[config.mk]
export PLATFORM = sky130hd
export DESIGN_NAME = svc_watchdog
export DESIGN_NICKNAME = d
export VERILOG_FILES = /design/src/rtl/wdg_pkg.sv /design/src/rtl/wdg_tick_gen.sv /design/src/rtl/wdg_unlock.sv /design/src/rtl/wdg_lor_timer.sv /design/src/rtl/svc_watchdog.sv
export SDC_FILE = /design/constraint.sdc
export NUM_CORES = 1
export LEC_CHECK = 0
export BUFFER_PORTS_ARGS = -buffer_cell sky130_fd_sc_hd__buf_2
export CAP_MARGIN = 30
export CORE_MARGIN = 3
export CORE_UTILIZATION = 30
export DETAILED_ROUTE_END_ITERATION = 6
export GPL_ROUTABILITY_DRIVEN = 0
export GPL_TIMING_DRIVEN = 0
export RECOVER_POWER = 25
export SLEW_MARGIN = 40
export SYNTH_ARGS = -nofsm -noshare
export SYNTH_HDL_FRONTEND = slang
export SYNTH_HIERARCHICAL = 1
export SYNTH_SLANG_ARGS = --single-unit
export TNS_END_PERCENT = 20
[constraint.sdc]
create_clock -name clk_i -period 3.3 [get_ports clk_i]
set_input_delay 0.33 -clock clk_i [delete_from_list [all_inputs] [get_ports clk_i]]
set_output_delay 0.33 -clock clk_i [all_outputs]
set_load 0.01 [all_outputs]
[src/rtl/wdg_pkg.sv]
package wdg_pkg;
   localparam int NUM_SRC = 4;
   localparam int SEL_W   = 2;

   typedef enum logic [2:0] {
      REG_CTRL  = 3'd0,
      REG_TOUT  = 3'd1,
      REG_WIN   = 3'd2,
      REG_IRQ   = 3'd3,
      REG_PRE   = 3'd4,
      REG_SVC   = 3'd5,
      REG_CNT   = 3'd6,
      REG_CAUSE = 3'd7
   } reg_addr_e;

   // first member is the MSB: enable lands on bit 0, irq_en on bit 6
   typedef struct packed {
      logic             irq_en;
      logic [SEL_W-1:0] src_sel;
      logic             run_stop;
      logic             run_wait;
      logic             win_en;
      logic             enable;
   } ctrl_t;

   localparam int CAUSE_W = 3;
endpackage

[src/rtl/wdg_tick_gen.sv]
module wdg_tick_gen #(
   parameter int NSRC  = 4,
   parameter int PRE_W = 8,
   localparam int SW   = (NSRC > 1) ? $clog2(NSRC) : 1
) (
   input  logic             clk_i,
   input  logic             rst_ni,
   input  logic [NSRC-1:0]  src_i,
   input  logic [SW-1:0]    sel_i,
   input  logic [PRE_W-1:0] pre_i,
   input  logic             run_i,
   output logic             tick_o
);
   logic [NSRC-1:0]  rise;
   logic [PRE_W-1:0] div_q;

   for (genvar g = 0; g < NSRC; g++) begin : g_sync
      logic [2:0] sh_q;
      always_ff @(posedge clk_i or negedge rst_ni) begin
         if (!rst_ni) sh_q <= '0;
         else         sh_q <= {sh_q[1:0], src_i[g]};
      end
      assign rise[g] = sh_q[1] & ~sh_q[2];
   end

   always_ff @(posedge clk_i or negedge rst_ni) begin
      if (!rst_ni) begin
         div_q <= '0;
      end else if (run_i && rise[sel_i]) begin
         if (div_q == pre_i) div_q <= '0;
         else                div_q <= div_q + 1'b1;
      end
   end

   assign tick_o = run_i & rise[sel_i] & (div_q == pre_i);
endmodule

[src/rtl/wdg_unlock.sv]
module wdg_unlock #(
   parameter int DATA_W = 16
) (
   input  logic              clk_i,
   input  logic              rst_ni,
   input  logic              stb_i,
   input  logic [DATA_W-1:0] data_i,
   output logic              svc_o
);
   localparam logic [DATA_W-1:0] KEY_ARM  = {(DATA_W/2){2'b01}};
   localparam logic [DATA_W-1:0] KEY_FIRE = ~KEY_ARM;

   logic armed_q;

   always_ff @(posedge clk_i or negedge rst_ni) begin
      if (!rst_ni)    armed_q <= 1'b0;
      else if (stb_i) armed_q <= (data_i == KEY_ARM);
   end

   assign svc_o = stb_i & armed_q & (data_i == KEY_FIRE);
endmodule

[src/rtl/wdg_lor_timer.sv]
module wdg_lor_timer #(
   parameter int DLY = 128,
   localparam int CW = $clog2(DLY)
) (
   input  logic clk_i,
   input  logic rst_ni,
   input  logic lost_i,
   output logic rst_o
);
   logic          busy_q;
   logic [CW-1:0] cnt_q;

   always_ff @(posedge clk_i or negedge rst_ni) begin
      if (!rst_ni) begin
         busy_q <= 1'b0;
         cnt_q  <= '0;
         rst_o  <= 1'b0;
      end else begin
         rst_o <= 1'b0;
         if (busy_q) begin
            if (cnt_q == CW'(DLY - 1)) begin
               rst_o  <= 1'b1;
               busy_q <= 1'b0;
            end
            cnt_q <= cnt_q + 1'b1;
         end else if (lost_i) begin
            busy_q <= 1'b1;
            cnt_q  <= '0;
         end
      end
   end
endmodule

[src/rtl/svc_watchdog.sv]
module svc_watchdog
   import wdg_pkg::*;
#(
   parameter int DATA_W      = 16,
   parameter int CNT_W       = 16,
   parameter int PRE_W       = 8,
   parameter int LOR_DLY     = 128,
   parameter bit WIN_SUPPORT = 1'b1
) (
   input  logic               clk_i,
   input  logic               rst_ni,
   input  logic [NUM_SRC-1:0] src_clk_i,
   input  logic               wr_en_i,
   input  logic [2:0]         wr_addr_i,
   input  logic [DATA_W-1:0]  wr_data_i,
   input  logic [2:0]         rd_addr_i,
   output logic [DATA_W-1:0]  rd_data_o,
   input  logic               dbg_i,
   input  logic               wait_i,
   input  logic               stop_i,
   input  logic               ref_lost_i,
   output logic               irq_o,
   output logic               rst_timeout_o,
   output logic               rst_window_o,
   output logic               rst_refloss_o
);
   localparam int CTRL_W = $bits(ctrl_t);

   if (CNT_W > DATA_W || CNT_W < 4) begin : g_bad_cnt
      $error("CNT_W must lie between 4 and DATA_W");
   end
   if (PRE_W > DATA_W || CTRL_W > DATA_W || (DATA_W % 2) != 0) begin : g_bad_data
      $error("DATA_W must be even and hold every register field");
   end
   if (LOR_DLY < 2) begin : g_bad_lor
      $error("LOR_DLY must be at least 2");
   end

   ctrl_t             ctrl_q;
   ctrl_t             ctrl_new;
   logic [CNT_W-1:0]  tout_q, win_q, irq_lvl_q, cnt_q;
   logic [PRE_W-1:0]  pre_q;
   logic [CAUSE_W-1:0] cause_q;
   reg_addr_e         waddr, raddr;
   logic wr_cfg, svc_stb, clr_we, en_load, run, tick;
   logic svc_pulse, svc_fire, svc_ok, win_fail, to_hit;

   assign waddr    = reg_addr_e'(wr_addr_i);
   assign raddr    = reg_addr_e'(rd_addr_i);
   assign ctrl_new = ctrl_t'(wr_data_i[CTRL_W-1:0]);
   assign wr_cfg   = wr_en_i & ~ctrl_q.enable;
   assign svc_stb  = wr_en_i & (waddr == REG_SVC);
   assign clr_we   = wr_en_i & (waddr == REG_CAUSE);
   assign en_load  = wr_cfg & (waddr == REG_CTRL) & ctrl_new.enable;
   assign run      = ctrl_q.enable & ~dbg_i
                   & ~(wait_i & ~ctrl_q.run_wait)
                   & ~(stop_i & ~ctrl_q.run_stop);

   wdg_tick_gen #(.NSRC(NUM_SRC), .PRE_W(PRE_W)) i_tick (
      .clk_i  (clk_i),
      .rst_ni (rst_ni),
      .src_i  (src_clk_i),
      .sel_i  (ctrl_q.src_sel),
      .pre_i  (pre_q),
      .run_i  (run),
      .tick_o (tick)
   );

   wdg_unlock #(.DATA_W(DATA_W)) i_unlock (
      .clk_i  (clk_i),
      .rst_ni (rst_ni),
      .stb_i  (svc_stb),
      .data_i (wr_data_i),
      .svc_o  (svc_pulse)
   );

   wdg_lor_timer #(.DLY(LOR_DLY)) i_lor (
      .clk_i  (clk_i),
      .rst_ni (rst_ni),
      .lost_i (ref_lost_i),
      .rst_o  (rst_refloss_o)
   );

   assign svc_fire = svc_pulse & ctrl_q.enable;

   if (WIN_SUPPORT) begin : g_win
      assign win_fail = svc_fire & ctrl_q.win_en & (cnt_q > win_q);
   end else begin : g_nowin
      assign win_fail = 1'b0;
   end

   assign svc_ok = svc_fire & ~win_fail;
   assign to_hit = tick & (cnt_q == '0) & ~svc_ok;

   always_ff @(posedge clk_i or negedge rst_ni) begin
      if (!rst_ni) begin
         ctrl_q    <= '0;
         tout_q    <= '1;
         win_q     <= '1;
         irq_lvl_q <= '0;
         pre_q     <= '0;
      end else if (wr_cfg) begin
         case (waddr)
            REG_CTRL: ctrl_q    <= ctrl_new;
            REG_TOUT: tout_q    <= wr_data_i[CNT_W-1:0];
            REG_WIN:  win_q     <= wr_data_i[CNT_W-1:0];
            REG_IRQ:  irq_lvl_q <= wr_data_i[CNT_W-1:0];
            REG_PRE:  pre_q     <= wr_data_i[PRE_W-1:0];
            default:  ;
         endcase
      end
   end

   always_ff @(posedge clk_i or negedge rst_ni) begin
      if (!rst_ni)                cnt_q <= '1;
      else if (en_load || svc_ok) cnt_q <= tout_q;
      else if (tick)              cnt_q <= (cnt_q == '0) ? tout_q : cnt_q - 1'b1;
   end

   always_ff @(posedge clk_i or negedge rst_ni) begin
      if (!rst_ni) begin
         rst_timeout_o <= 1'b0;
         rst_window_o  <= 1'b0;
      end else begin
         rst_timeout_o <= to_hit;
         rst_window_o  <= win_fail;
      end
   end

   always_ff @(posedge clk_i or negedge rst_ni) begin
      if (!rst_ni) cause_q <= '0;
      else cause_q <= (cause_q & ~(clr_we ? wr_data_i[CAUSE_W-1:0] : '0))
                    | {rst_refloss_o, win_fail, to_hit};
   end

   assign irq_o = ctrl_q.enable & ctrl_q.irq_en & (cnt_q <= irq_lvl_q);

   always_comb begin
      case (raddr)
         REG_CTRL:  rd_data_o = DATA_W'(ctrl_q);
         REG_TOUT:  rd_data_o = DATA_W'(tout_q);
         REG_WIN:   rd_data_o = DATA_W'(win_q);
         REG_IRQ:   rd_data_o = DATA_W'(irq_lvl_q);
         REG_PRE:   rd_data_o = DATA_W'(pre_q);
         REG_CNT:   rd_data_o = DATA_W'(cnt_q);
         REG_CAUSE: rd_data_o = DATA_W'(cause_q);
         default:   rd_data_o = '0;
      endcase
   end
endmodule

# After elaboration in Yosys (flattened, before gate mapping)
# Cells that the tools add are included.
# word_totals
reg_bits	114
# classes
add_sub_neg	3
order_cmp	3
eq_ne	16
mux	15
bitwise	41
reduce_logical	12
# ops
operator	n
$pmux 16 s7	1
$mux 16	3
$and 1x1->1	26
$eq 3x3->1 const B	6
$eq 16x15->1 const B	1
$eq 16x16->1 const B	1
$gt 16x16->1	1
$le 16x16->1	1
$logic_not 16->1	1
$sub 16x1->16 const B	1
$mux 7	2
$eq 3x2->1 const B	4
$not 1->1	12
$reduce_and 2->1	5
$add 8x1->8 const B	1
$eq 8x8->1	1
$mux 8	1
$add 7x1->7 const B	1
$eq 7x7->1 const B	1
$eq 3x1->1 const B	2
$logic_not 3->1	2
$mux 1	6
$reduce_bool 2->1	2
$and 3x3->3	1
7 further kinds	7

# Logic depth before layout (Yosys ltp)
# Gate-level depths: netlist (run 1).
# depth
depth_word	12
ltp_mapped	12
mapped_depth_nobuf	10

# Hierarchy
# Netlist (run 1), hierarchy kept.
# by_module_without_submodules
module	instances	cells_each	area_per_inst_um2	seq_area_each_um2
svc_watchdog	1	522	5133.7	2162.1
wdg_tick_gen	1	69	858.3	500.5
wdg_lor_timer	1	37	411.6	225.2
wdg_unlock	1	16	147.6	25.0

# Worst setup path after synthesis (run 1)
# Ideal clock, no wire load.
# synth_path
path_type	register to register
from	register win_q[15]
to	register, netlist name cnt_q[0]
setup_ns	0.064
arrival_time_ns	2.491
setup_slack_ns	0.744
path_stages_with_launch	10
path_buffers	0
path_cell_list	dfstp_2 -> inv_1 -> ha_1 -> nand4_1 -> nor4_1 -> o21ai_0 -> nand4_1 -> o211ai_2 -> or4b_2 -> nand3_1
# synth_lines
item	line_no	text
from (decl)	svc_watchdog.sv:41	logic [CNT_W-1:0] tout_q, win_q, irq_lvl_q, cnt_q;
from (signal assigned)	svc_watchdog.sv:106	REG_WIN: win_q <= wr_data_i[CNT_W-1:0];

==> results of run 1 <==
worst paths after layout:
| check | from | end | slack, ns | cells after the start |
|---|---|---|---|---|
| max | win_q[15] | cnt_q[0] | 0.15 | 9 |
| min | ref_lost_i | i_lor/cnt_q[2] | 0.12 | 2 |
| max reg2reg | win_q[15] | cnt_q[0] | 0.15 | 9 |
| min reg2reg | i_tick/g_sync[3].sh_q[0] | i_tick/g_sync[3].sh_q[1] | 0.35 | 0 |
| max in group asynchronous | rst_ni | tout_q[2] | 1.54 | 3 |
| min in group asynchronous | rst_ni | i_lor/cnt_q[1] | 0.77 | 2 |
cells by family after synthesis:
| family | count (synthesis) | synth area share [%] |
|---|---|---|
| adders and majority gates | 36 | 6.88 |
| AOI/OAI and AO/OA | 163 | 16.4 |
| muxes | 66 | 11.2 |
| xor gates and xnor gates | 9 | 1.20 |
| buffers and inverters | 66 | 4.09 |
| and+or+nand+nor | 190 | 15.7 |
| DFF | 114 | 44.5 |
critical path: stages (launching register included):
cell,delay (ns)
dfstp_2,0.54
inv_1,0.04
ha_1,0.31
nand4_1,0.33
nor4_4,0.44
o21ai_0,0.20
nand4_1,0.15
o211ai_2,0.27
or4b_2,0.69
nand3_1,0.11
cells in the final DEF (no fill, tap or decap), drive strengths merged, types with 4 or more instances in the layout:
master	instances
nor3	15
nor2b	9
clkbuf	38
nor4	5
dfrtp	66
o31ai	5
o22a	11
a31oi	5
ha	36
nor3b	4
inv	51
a22oi	18
and3	4
a21oi	24
mux2i	14
o21ai	47
buf	56
a21o	6
nor4bb	4
dlygate4sd3	5
o211ai	4
dfstp	48
nor2	39
a22o	6
mux2	51
nand4	11
nand2	57
xnor2	8
nand3	20
o22ai	14
registers in the layout, summed over array words and instances (netlist names), 3 cells and up:
| signal | cells |
|---|---|
| i_tick/g_sync.sh_q | 12 |
| i_tick/div_q | 8 |
| i_lor/cnt_q | 7 |
| irq_lvl_q | 16 |
| pre_q | 8 |
| tout_q | 16 |
| cause_q | 3 |
| cnt_q | 16 |
| ctrl_q | 7 |
| win_q | 16 |
final cells by class:
cell class | count | area, sq um
clock inverters | 15 | 183
fillers | 2126 | 13400
well taps | 275 | 344
plain buffers | 25 | 114
clock buffers | 17 | 425
flip-flops and latches | 114 | 2910
multi-input cells | 464 | 3400
inverters | 40 | 150
repair buffers | 57 | 332
where the power goes:
part / switching [mW] / internal (mW) / leakage [nW]
Combinational: 0.812 / 0.715 / 1.77
Sequential: 0.404 / 1.86 / 1.30
Clock: 0.759 / 1.15 / 0.298
Total: 1.98 / 3.72 / 3.36
per-layer routing:
| layer | vias to the layer above | share of wire, % | wire [um] | GRT usage (%) |
|---|---|---|---|---|
| li1 | 2526 | - | - | - |
| met1 | 2621 | 45 | 8690 | 21.9 |
| met2 | 158 | 48 | 9320 | 27.2 |
| met3 | 34 | 5.2 | 1010 | 3.43 |
| met4 | 0 | 2.1 | 416 | 5.63 |
| met5 | - | 0 | 0 | 0 |
timing repair:
item	4_1_cts	5_1_grt
hold endpoints to repair	48	0
gates resized for setup	1	3
setup endpoints to repair	10	12
hold buffers	5	0
buffers inserted	0	0
through the flow:
stage / util, % / hold WS [ns] / TNS [ns] / area [sq um]
after floorplan: - / 0.0344 / 0 / 6550
after global placement: 33.7 / 0.332 / -1.07 / 7150
after detailed placement: 33.9 / 0.288 / -0.729 / 7190
after CTS: 37.0 / 0.105 / 0 / 7850
after global routing: 37.0 / 0.136 / -0.0193 / 7860
final: 37.0 / 0.122 / 0 / 7860
==> summary.md, run 1 <==
| Metric | Value |
|---|---|
| Status | `finished, final reports clean` |
| Most common library cells after synthesis | `dfrtp_1 (66), nand2_1 (55), mux2_2 (51)` |
| GRT Util Overall | `16.6%` |
| Die area | `~24000 sq um` |
| Synthesis-to-finish area growth | `19.9%` |
| Total CTS buffers | `17` |
| Maximum vdd drop | `~0.0004 V` |
| Final min period | `roughly 3.1 ns` |
| Dpl ws | `-0.0975 ns` |
| Htree depth | `4` |
| Net Count, Synth | `approximately 710` |
| Reg clk slew, reported paths | `around 0.06 ns` |
| IO Pins | `between 50 and 60` |
| Fin worst setup slack | `about 0.15 ns` |
| DRT iter0 DRCs | `549` |
| Max-cap violations | `0` |
| Setup Skew | `~0.0073 ns` |
| CP required | `3.66 ns` |
| Maximum clock path buffer count | `2` |
| Type of the most critical hold path | `in2reg` |
| Vias per Instance | `~5.3` |
| Async SR Flop Fraction | `100%` |
| Nets | `about 790` |
| Largest net degree at the start of global routing | `between 60 and 70` |
| Root Buffer | `clkbuf_16` |
| Core Box Area | `21200 sq um` |
| Crit path capture type | `flop` |
| Most used DFF post-synth | `dfrtp_1` |
| Post-Place Cells | `approximately 970` |
| Die Wd | `around 150 um` |
| Vias in the first global route | `approximately 5300` |
| Number of routed nets with antenna violations | `0` |
| # clock sinks | `114` |
| Seq cells post-synth | `roughly 110` |
| Slew headroom | `a little under 6%` |
| Area share of the largest cell type after synthesis | `~25%` |
| Synth area leaders | `dfrtp_1 (25%), dfstp_2 (19%), mux2_2 (8.8%)` |
| Starting density of the core | `30.9%` |
| Final hold violation count | `0` |
| Leak Pwr | `3.36 nW` |
| Post-Layout Cell Count | `~1000` |
| Final setup fails | `0` |
| Leading area contributor after synthesis | `dfrtp_1` |
| # diodes | `0` |
| PD cells | `between 700 and 800 nW/um^2` |
| Tot Pwr | `roughly 5.7 mW` |
| Total Wirelength | `between 15000 and 20000 um` |
| Crit Path Category | `reg2reg` |
| Most frequent cell after synthesis | `dfrtp_1` |
| Total number of vias | `about 5300` |
| Max Fclk | `around 0.32 GHz` |
| Share of cells above drive strength 1 | `about 28%` |
| Mapped Avg Cell Area | `between 10 and 15 sq um` |
| Grt ovf | `0` |
| Die Height | `about 150 um` |
| DPL Wire Length | `14000 um` |
| Drt pass-1 iters | `6` |
| Initial antenna violation count | `0` |
| Crit path max fanout | `10` |
| Clk_lat worst skew | `0.43 ns` |
| YS warnings | `6` |
| Fin crit share | `around 95%` |
| Synthesized area | `approximately 6600 sq um` |
| Critical Path Start Type | `flop` |
| Syn Inst Count | `between 600 and 700` |
| Port bufs | `51` |
| Number of synthesized flops with an enable pin | `0` |
| Cell Rows | `53` |
| Seq/Total Area, Yosys | `roughly 44%` |
| Avg WL per Cell | `between 15 and 20 um` |
| Crit path DAT | `between 3 and 4 ns` |
| Global-route wire length before repair | `30400 um` |
| Fin. max-slew vios | `0` |
| Cell variety after synth | `roughly 70` |
| Least-Margin Pin Slew | `approximately 1.4 ns` |
| Residual DRC | `0` |
| CTS tree | `done` |
Power figures use the tool's default switching activity.
==> run 2, diff against run 1 <==
ABC_AREA = 1   (was unset)
CTS_CLUSTER_SIZE = 28   (was unset)
==> run 2 against run 1 <==
Against the previous run:
- utilization down 0.76 points
- combinational power is 21% higher
- critical endpoint is now irq_o
- wire length rose by 6.6%
- the run now ends with max-capacitance violations, max-slew violations left
- worst setup slack better by 0.53 ns
==> summary.md, run 2 <==
| Metric | Value |
|---|---|
| Nets | `1053` |
| Max-cap violations | `1` |
| Status | `finished, violations left` |
| Number of synthesized flops with an enable pin | `0` |
| Die area | `between 20000 and 30000 sq um` |
| Share of cells above drive strength 1 | `a little under a fifth` |
| Seq cells post-synth | `about 110` |
| Async SR Flop Fraction | `100%` |
| Max Fclk | `between 0.3 and 0.4 GHz` |
| Net Count, Synth | `slightly below 1000` |
| Max Used Layer | `met4` |
| # diodes | `0` |
| Global-route wire length before repair | `approximately 34000 um` |
| DPL Wire Length | `between 15000 and 20000 um` |
| Final min period | `2.62 ns` |
| Mapped Avg Cell Area | `~7.7 sq um` |
| Starting density of the core | `30.8%` |
| Fin. max-slew vios | `around 40` |
| Htree depth | `4` |
| Least-Margin Pin Slew | `about 2.3 ns` |
| Port bufs | `52` |
| # fillers | `between 2000 and 2500` |
| Final hold violation count | `0` |
| Total CTS buffers | `17` |
| CP max stage cell | `dfstp_2` |
| Cell variety after synth | `44` |
| Die Height | `between 150 and 200 um` |
| GRT Util Overall | `between 15 and 20%` |
| Number of routed nets with antenna violations | `0` |
| Crit path capture type | `primary output` |
| Postcts setup bufs | `0` |
| Critical path cell sequence | `ha_1, a21oi_1, o21ai_0, nand2_1, o211ai_1, nand2_1, nand2_1, a21oi_1, buf_2` |
| Crit path DAT | `around 2.3 ns` |
| Critical Path Start Type | `flop` |
| Cell Rows | `55` |
| Vias per Instance | `between 4 and 5` |
| WHS | `roughly 0.016 ns` |
| Grt ovf | `0` |
| RSZ-0062 raised after global routing | `false` |
| Seq/Total Area, Yosys | `between 40% and 50%` |
| Total number of vias | `approximately 6400` |
| Post-cts sizing count | `0` |
| Residual DRC | `0` |
| Fin Setup TNS | `0 ns` |
| Crit path max fanout | `7` |
| Setup Skew | `between 0.008 and 0.009 ns` |
| Synth area leaders | `dfrtp_1 (23%), dfstp_2 (18%), nand2_1 (13%)` |
| Most common cell on crit path | `nand2_1` |
| Crit Path Category | `reg2out` |
| Post-Layout Cell Count | `roughly 1300` |
| Initial antenna violation count | `0` |
| Clk_lat worst skew | `0.42 ns` |
| Failing checks | `max-capacitance violations, max-slew violations` |
| Type of the most critical hold path | `in2reg` |
| Post-layout util | `around 36%` |
| Most frequent cells in the layout | `nand2_1 (250), inv_1 (116), o21ai_0 (74)` |
| Crit-path leading delay family | `flip-flops` |
| Maximum vdd drop | `approximately 0.00038 V` |
| Max stage delay on crit path | `~0.64 ns` |
| Buf+Inv Stages, Crit Path | `1` |
| Avg WL per Cell | `between 15 and 20 um` |
| WL met2 | `9330 um` |
| Fin crit share | `79.4%` |
| CP required | `a little under 3 ns` |
| Vias in the first global route | `6233` |
| Synthesized area | `slightly above 7000 sq um` |
| CTS tree | `done` |
| PD cells | `between 600 and 700 nW/um^2` |
| Core Box Area | `22800 sq um` |
| Die Wd | `around 160 um` |
| Total Wirelength | `around 21000 um` |
| Most used DFF post-synth | `dfrtp_1` |
| Final setup fails | `0` |
| # clock sinks | `between 100 and 150` |
| Hold_buf cts | `3` |
| Area share of the largest cell type after synthesis | `23.4%` |
| Maximum clock path buffer count | `2` |
| Wl on met1 | `roughly 9600 um` |
| Synthesis-to-finish area growth | `17.6%` |
| Root Buffer | `clkbuf_16` |
| Met3 routed WL | `1180 um` |
| Most frequent cell after synthesis | `nand2_1` |
| Most common library cells after synthesis | `nand2_1 (250), inv_1 (116), o21ai_0 (74)` |
| Drt pass-1 iters | `5` |
| Leak Pwr | `3.83 nW` |
| Reg clk slew, reported paths | `0.06 ns` |
| YS warnings | `6` |
| Syn Inst Count | `between 900 and 1000` |
| Slew headroom | `-56.6%` |
| IO Pins | `53` |
| DRT iter0 DRCs | `around 550` |
| Largest net degree at the start of global routing | `75` |
| Leading area contributor after synthesis | `dfrtp_1` |
| Most common cell after layout, fill and taps aside | `nand2_1` |
| Post-Place Cells | `~1300` |
## run 2: worst paths after layout
kind,cells past startpoint,slack (ns),startpoint,to
min reg2reg,0,0.35,i_tick/g_sync[1].sh_q[0],i_tick/g_sync[1].sh_q[1]
min,1,0.02,src_clk_i[0],i_tick/g_sync[0].sh_q[0]
max,9,0.68,cnt_q[3],irq_o
min in group asynchronous,2,1.18,rst_ni,cause_q[0]
max reg2reg,11,0.76,ctrl_q[0],cnt_q[7]
max in group asynchronous,2,0.78,rst_ni,i_tick/div_q[3]
## run 2: worst register-to-register path, cell delays in order, from the launching register on
cell and delay (ns):
dfrtp_1 0.54, o21ai_0 0.16, a211oi_1 0.33, nand2_2 0.12, nor2_4 0.23, inv_4 0.11
nor2_2 0.19, inv_1 0.12, buf_1 0.29, a21oi_1 0.21, nand3_1 0.10, nand3_1 0.09
## run 2: area by class of cell
class	count	area, sq um	share of cell area [%]
tap	313	392	4.73
clock inverter	11	106	1.28
clock buffer	20	457	5.51
inverter	126	479	5.78
buffer	27	146	1.77
multi-input combinational	642	3480	42.0
sequential	114	2910	35.2
timing repair buffer	56	315	3.80
## run 2: metrics by stage
| step | cell area [sq um] | power, mW | setup WS, ns |
|---|---|---|---|
| CTS | 8330 | 5.57 | 0.634 |
| finish | 8290 | 5.53 | 0.680 |
| floorplan | 7040 | 3.29 | 1.26 |
| global route | 8290 | 5.93 | 0.221 |
| global placement | 7700 | 3.75 | 0.455 |
| detailed placement | 7730 | 3.79 | 0.610 |
## run 2: cells by family after synthesis
| logic type | share of synthesized area, % |
|---|---|
| buffers and inverters | 9.01 |
| adder cells (fa/ha/maj) | 6.39 |
| AO/OA/AOI/OAI | 12.5 |
| flip-flops | 41.3 |
| XOR/XNOR | 1.62 |
| AND/OR/NAND/NOR | 29.2 |
## run 2: power by group
part | leakage, nW | total (mW) | internal (mW) | switching, mW
Combinational | 2.20 | 1.85 | 0.718 | 1.13
Clock | 0.269 | 1.75 | 1.07 | 0.678
Sequential | 1.36 | 1.93 | 1.64 | 0.294
## run 2: metal layers
| layer | GRT usage, % | vias up |
|---|---|---|
| met4 | 7.16 | 0 |
| met3 | 3.43 | 35 |
| li1 | - | 3139 |
| met1 | 23.2 | 3005 |
| met5 | 0 | - |
| met2 | 25.9 | 184 |
==> run 3, diff against run 2 <==
clock period = 2.15 ns   (was 3.3 ns; I/O delays follow)
==> run 3 against run 2 <==
Against the previous run:
- the run ends with negative setup slack left
- hold slack improved by 0.058 ns
- register-to-register slack worse by 0.83 ns
- combinational power rose by 100%
- via count grew 3.5%
- critical path depth decreased by 2
- power is 67% higher
- critical path type unchanged
==> summary.md, run 3 (synthesis results as in run 2) <==
| Metric | Value |
|---|---|
| Final Cell Area | `just under 9000 sq um` |
| Setup Skew | `0.00772 ns` |
| DPL Wire Length | `about 16000 um` |
| Fin. max-slew vios | `0` |
| PD cells | `between 1000 and 1500 nW/um^2` |
| Residual DRC | `0` |
| Avg WL per Cell | `around 16 um` |
| Core Box Area | `22800 sq um` |
| Grt ovf | `0` |
| Maximum vdd drop | `0.000579 V` |
| Reg-to-reg endpoint | `cnt_q[11]` |
| Least-Margin Pin Slew | `between 1 and 1.5 ns` |
| Crit path from | `cnt_q[0]` |
| Status | `finished, violations left` |
| # diodes | `0` |
| Drt pass-1 iters | `6` |
| Starting density of the core | `30.8%` |
| Die Wd | `~160 um` |
| Leak Pwr | `roughly 4.0 nW` |
| Die area | `~25000 sq um` |
| Maximum clock path buffer count | `2` |
| Crit Path Category | `reg2out` |
| Fin worst setup slack | `-0.107 ns` |
| Final setup fails | `13` |
| Failing checks | `negative setup slack` |
| Vias in the first global route | `between 6000 and 7000` |
| Cell Rows | `55` |
| Fin Setup TNS | `-0.700 ns` |
| HP Start | `wr_data_i[10]` |
| Most frequent cells in the layout | `nand2_1 (247), inv_1 (112), o21ai_0 (72)` |
| Total number of vias | `roughly 6600` |
| Nets | `around 1100` |
| Max Fclk | `0.443 GHz` |
| Largest net degree at the start of global routing | `between 70 and 80` |
| Vias per Instance | `approximately 4.9` |
| Placed Area | `between 7000 and 8000 sq um` |
| Final min period | `between 2 and 2.5 ns` |
| Crit path DAT | `around 2 ns` |
| Max-cap violations | `0` |
| Fin crit share | `105%` |
| Die Height | `159 um` |
| Synthesis-to-finish area growth | `23.8%` |
| Total Wirelength | `between 20000 and 25000 um` |
| CTS tree | `done` |
| Htree depth | `4` |
| R2r startpoint | `win_q[15]` |
| Global-route wire length before repair | `between 30000 and 40000 um` |
| Final hold violation count | `0` |
| # clock sinks | `~110` |
| RSZ-0062 raised after global routing | `true` |
| Crit path max fanout | `7` |
| Clk_lat worst skew | `~0.42 ns` |
| Root Buffer | `clkbuf_16` |
| Critical Path Start Type | `flop` |
| Most common cell after layout, fill and taps aside | `nand2_1` |
| Number of routed nets with antenna violations | `0` |
| DRT iter0 DRCs | `between 600 and 700` |
| GRT Util Overall | `between 10% and 20%` |
| IO Pins | `53` |
| Slew headroom | `between 20 and 30%` |
| Port bufs | `52` |
| Total CTS buffers | `17` |
| Reg clk slew, reported paths | `around 0.060 ns` |
| Slack of the worst reg-to-reg path | `-0.07 ns` |
| Type of the most critical hold path | `in2reg` |
| Critical Path Sink | `irq_o` |
| CP required | `roughly 1.9 ns` |
| Crit path capture type | `primary output` |
| Share of cells above drive strength 1 | `between 20 and 25%` |
| FF-to-FF path depth | `13` |
| Initial antenna violation count | `0` |
-- run 3: cell count changes in the layout (fill, tap and decap cells not counted), sizes merged --
cell / previous run / this run
buf: 64 / 93
clkbuf: 36 / 34
clkinvlp: 4 / 3
dlygate4sd3: 3 / 5
inv: 127 / 128
-- run 3: what timing repair did --
| item | 4_1_cts | 5_1_grt |
|---|---|---|
| pin swaps | 8 | 4 |
| setup endpoints to repair | 19 | 19 |
| hold endpoints to repair | 44 | 0 |
| cloned | 0 | 0 |
| buffers inserted | 23 | 4 |
| gates resized for setup | 23 | 21 |
| hold buffers | 5 | 0 |
-- run 3: worst min-delay path by stage --
stage | endpoint | slack, ns | cells after the start
2_1_floorplan | cause_q[0] | -0.08 | 0
3_3_place_gp | i_tick/g_sync[2].sh_q[0] | 0.32 | 1
3_5_place_dp | rst_timeout_o | 0.13 | 1
4_1_cts | win_q[10] | 0.06 | 3
5_1_grt | win_q[10] | 0.08 | 3
6_report | win_q[10] | 0.07 | 3
-- run 3: per-stage QoR --
step	util (%)	setup WS, ns	power (mW)	hold slack (ns)	instances
6_report	38.2	-0.107	9.22	0.0739	1338
5_1_grt	38.2	-0.185	9.84	0.0792	1338
4_1_cts	37.8	-0.0948	8.99	0.0642	1334
3_5_place_dp	33.8	-0.425	5.82	0.133	1275
3_3_place_gp	33.7	-0.580	5.75	0.324	1274
2_1_floorplan	-	0.223	5.04	-0.0806	909
-- run 3: worst max-delay path, stage by stage, from the launching register on --
cell	delay [ns]
dfstp_2	0.56
inv_4	0.06
ha_2	0.31
nand2_1	0.04
nor2_1	0.19
nand3_2	0.11
a21oi_2	0.19
buf_2	0.16
-- run 3: area by class of cell --
cell class                      count  area, sq um
Timing Repair Buffer               85          523
Buffer                             27          170
Clock inverter                     11          106
Tap cell                          313          392
Clock buffer                       20          457
Fill cell                        2449        14100
Multi-Input combinational cell    642         3670
Inverter                          126          483
Sequential cell                   114         2910
-- run 3: per-layer routing --
layer	global-route usage [%]	wire, um	up-vias
met1	24.5	10000	3122
met2	26.7	9700	222
li1	-	-	3198
met3	4.27	1610	41
met5	0	0	-
met4	7.12	603	0
-- run 3: power breakdown --
group	switching [mW]	leakage, nW	internal (mW)
Sequential	0.313	1.36	2.51
Combinational	2.21	2.39	1.51
Clock	1.04	0.269	1.65
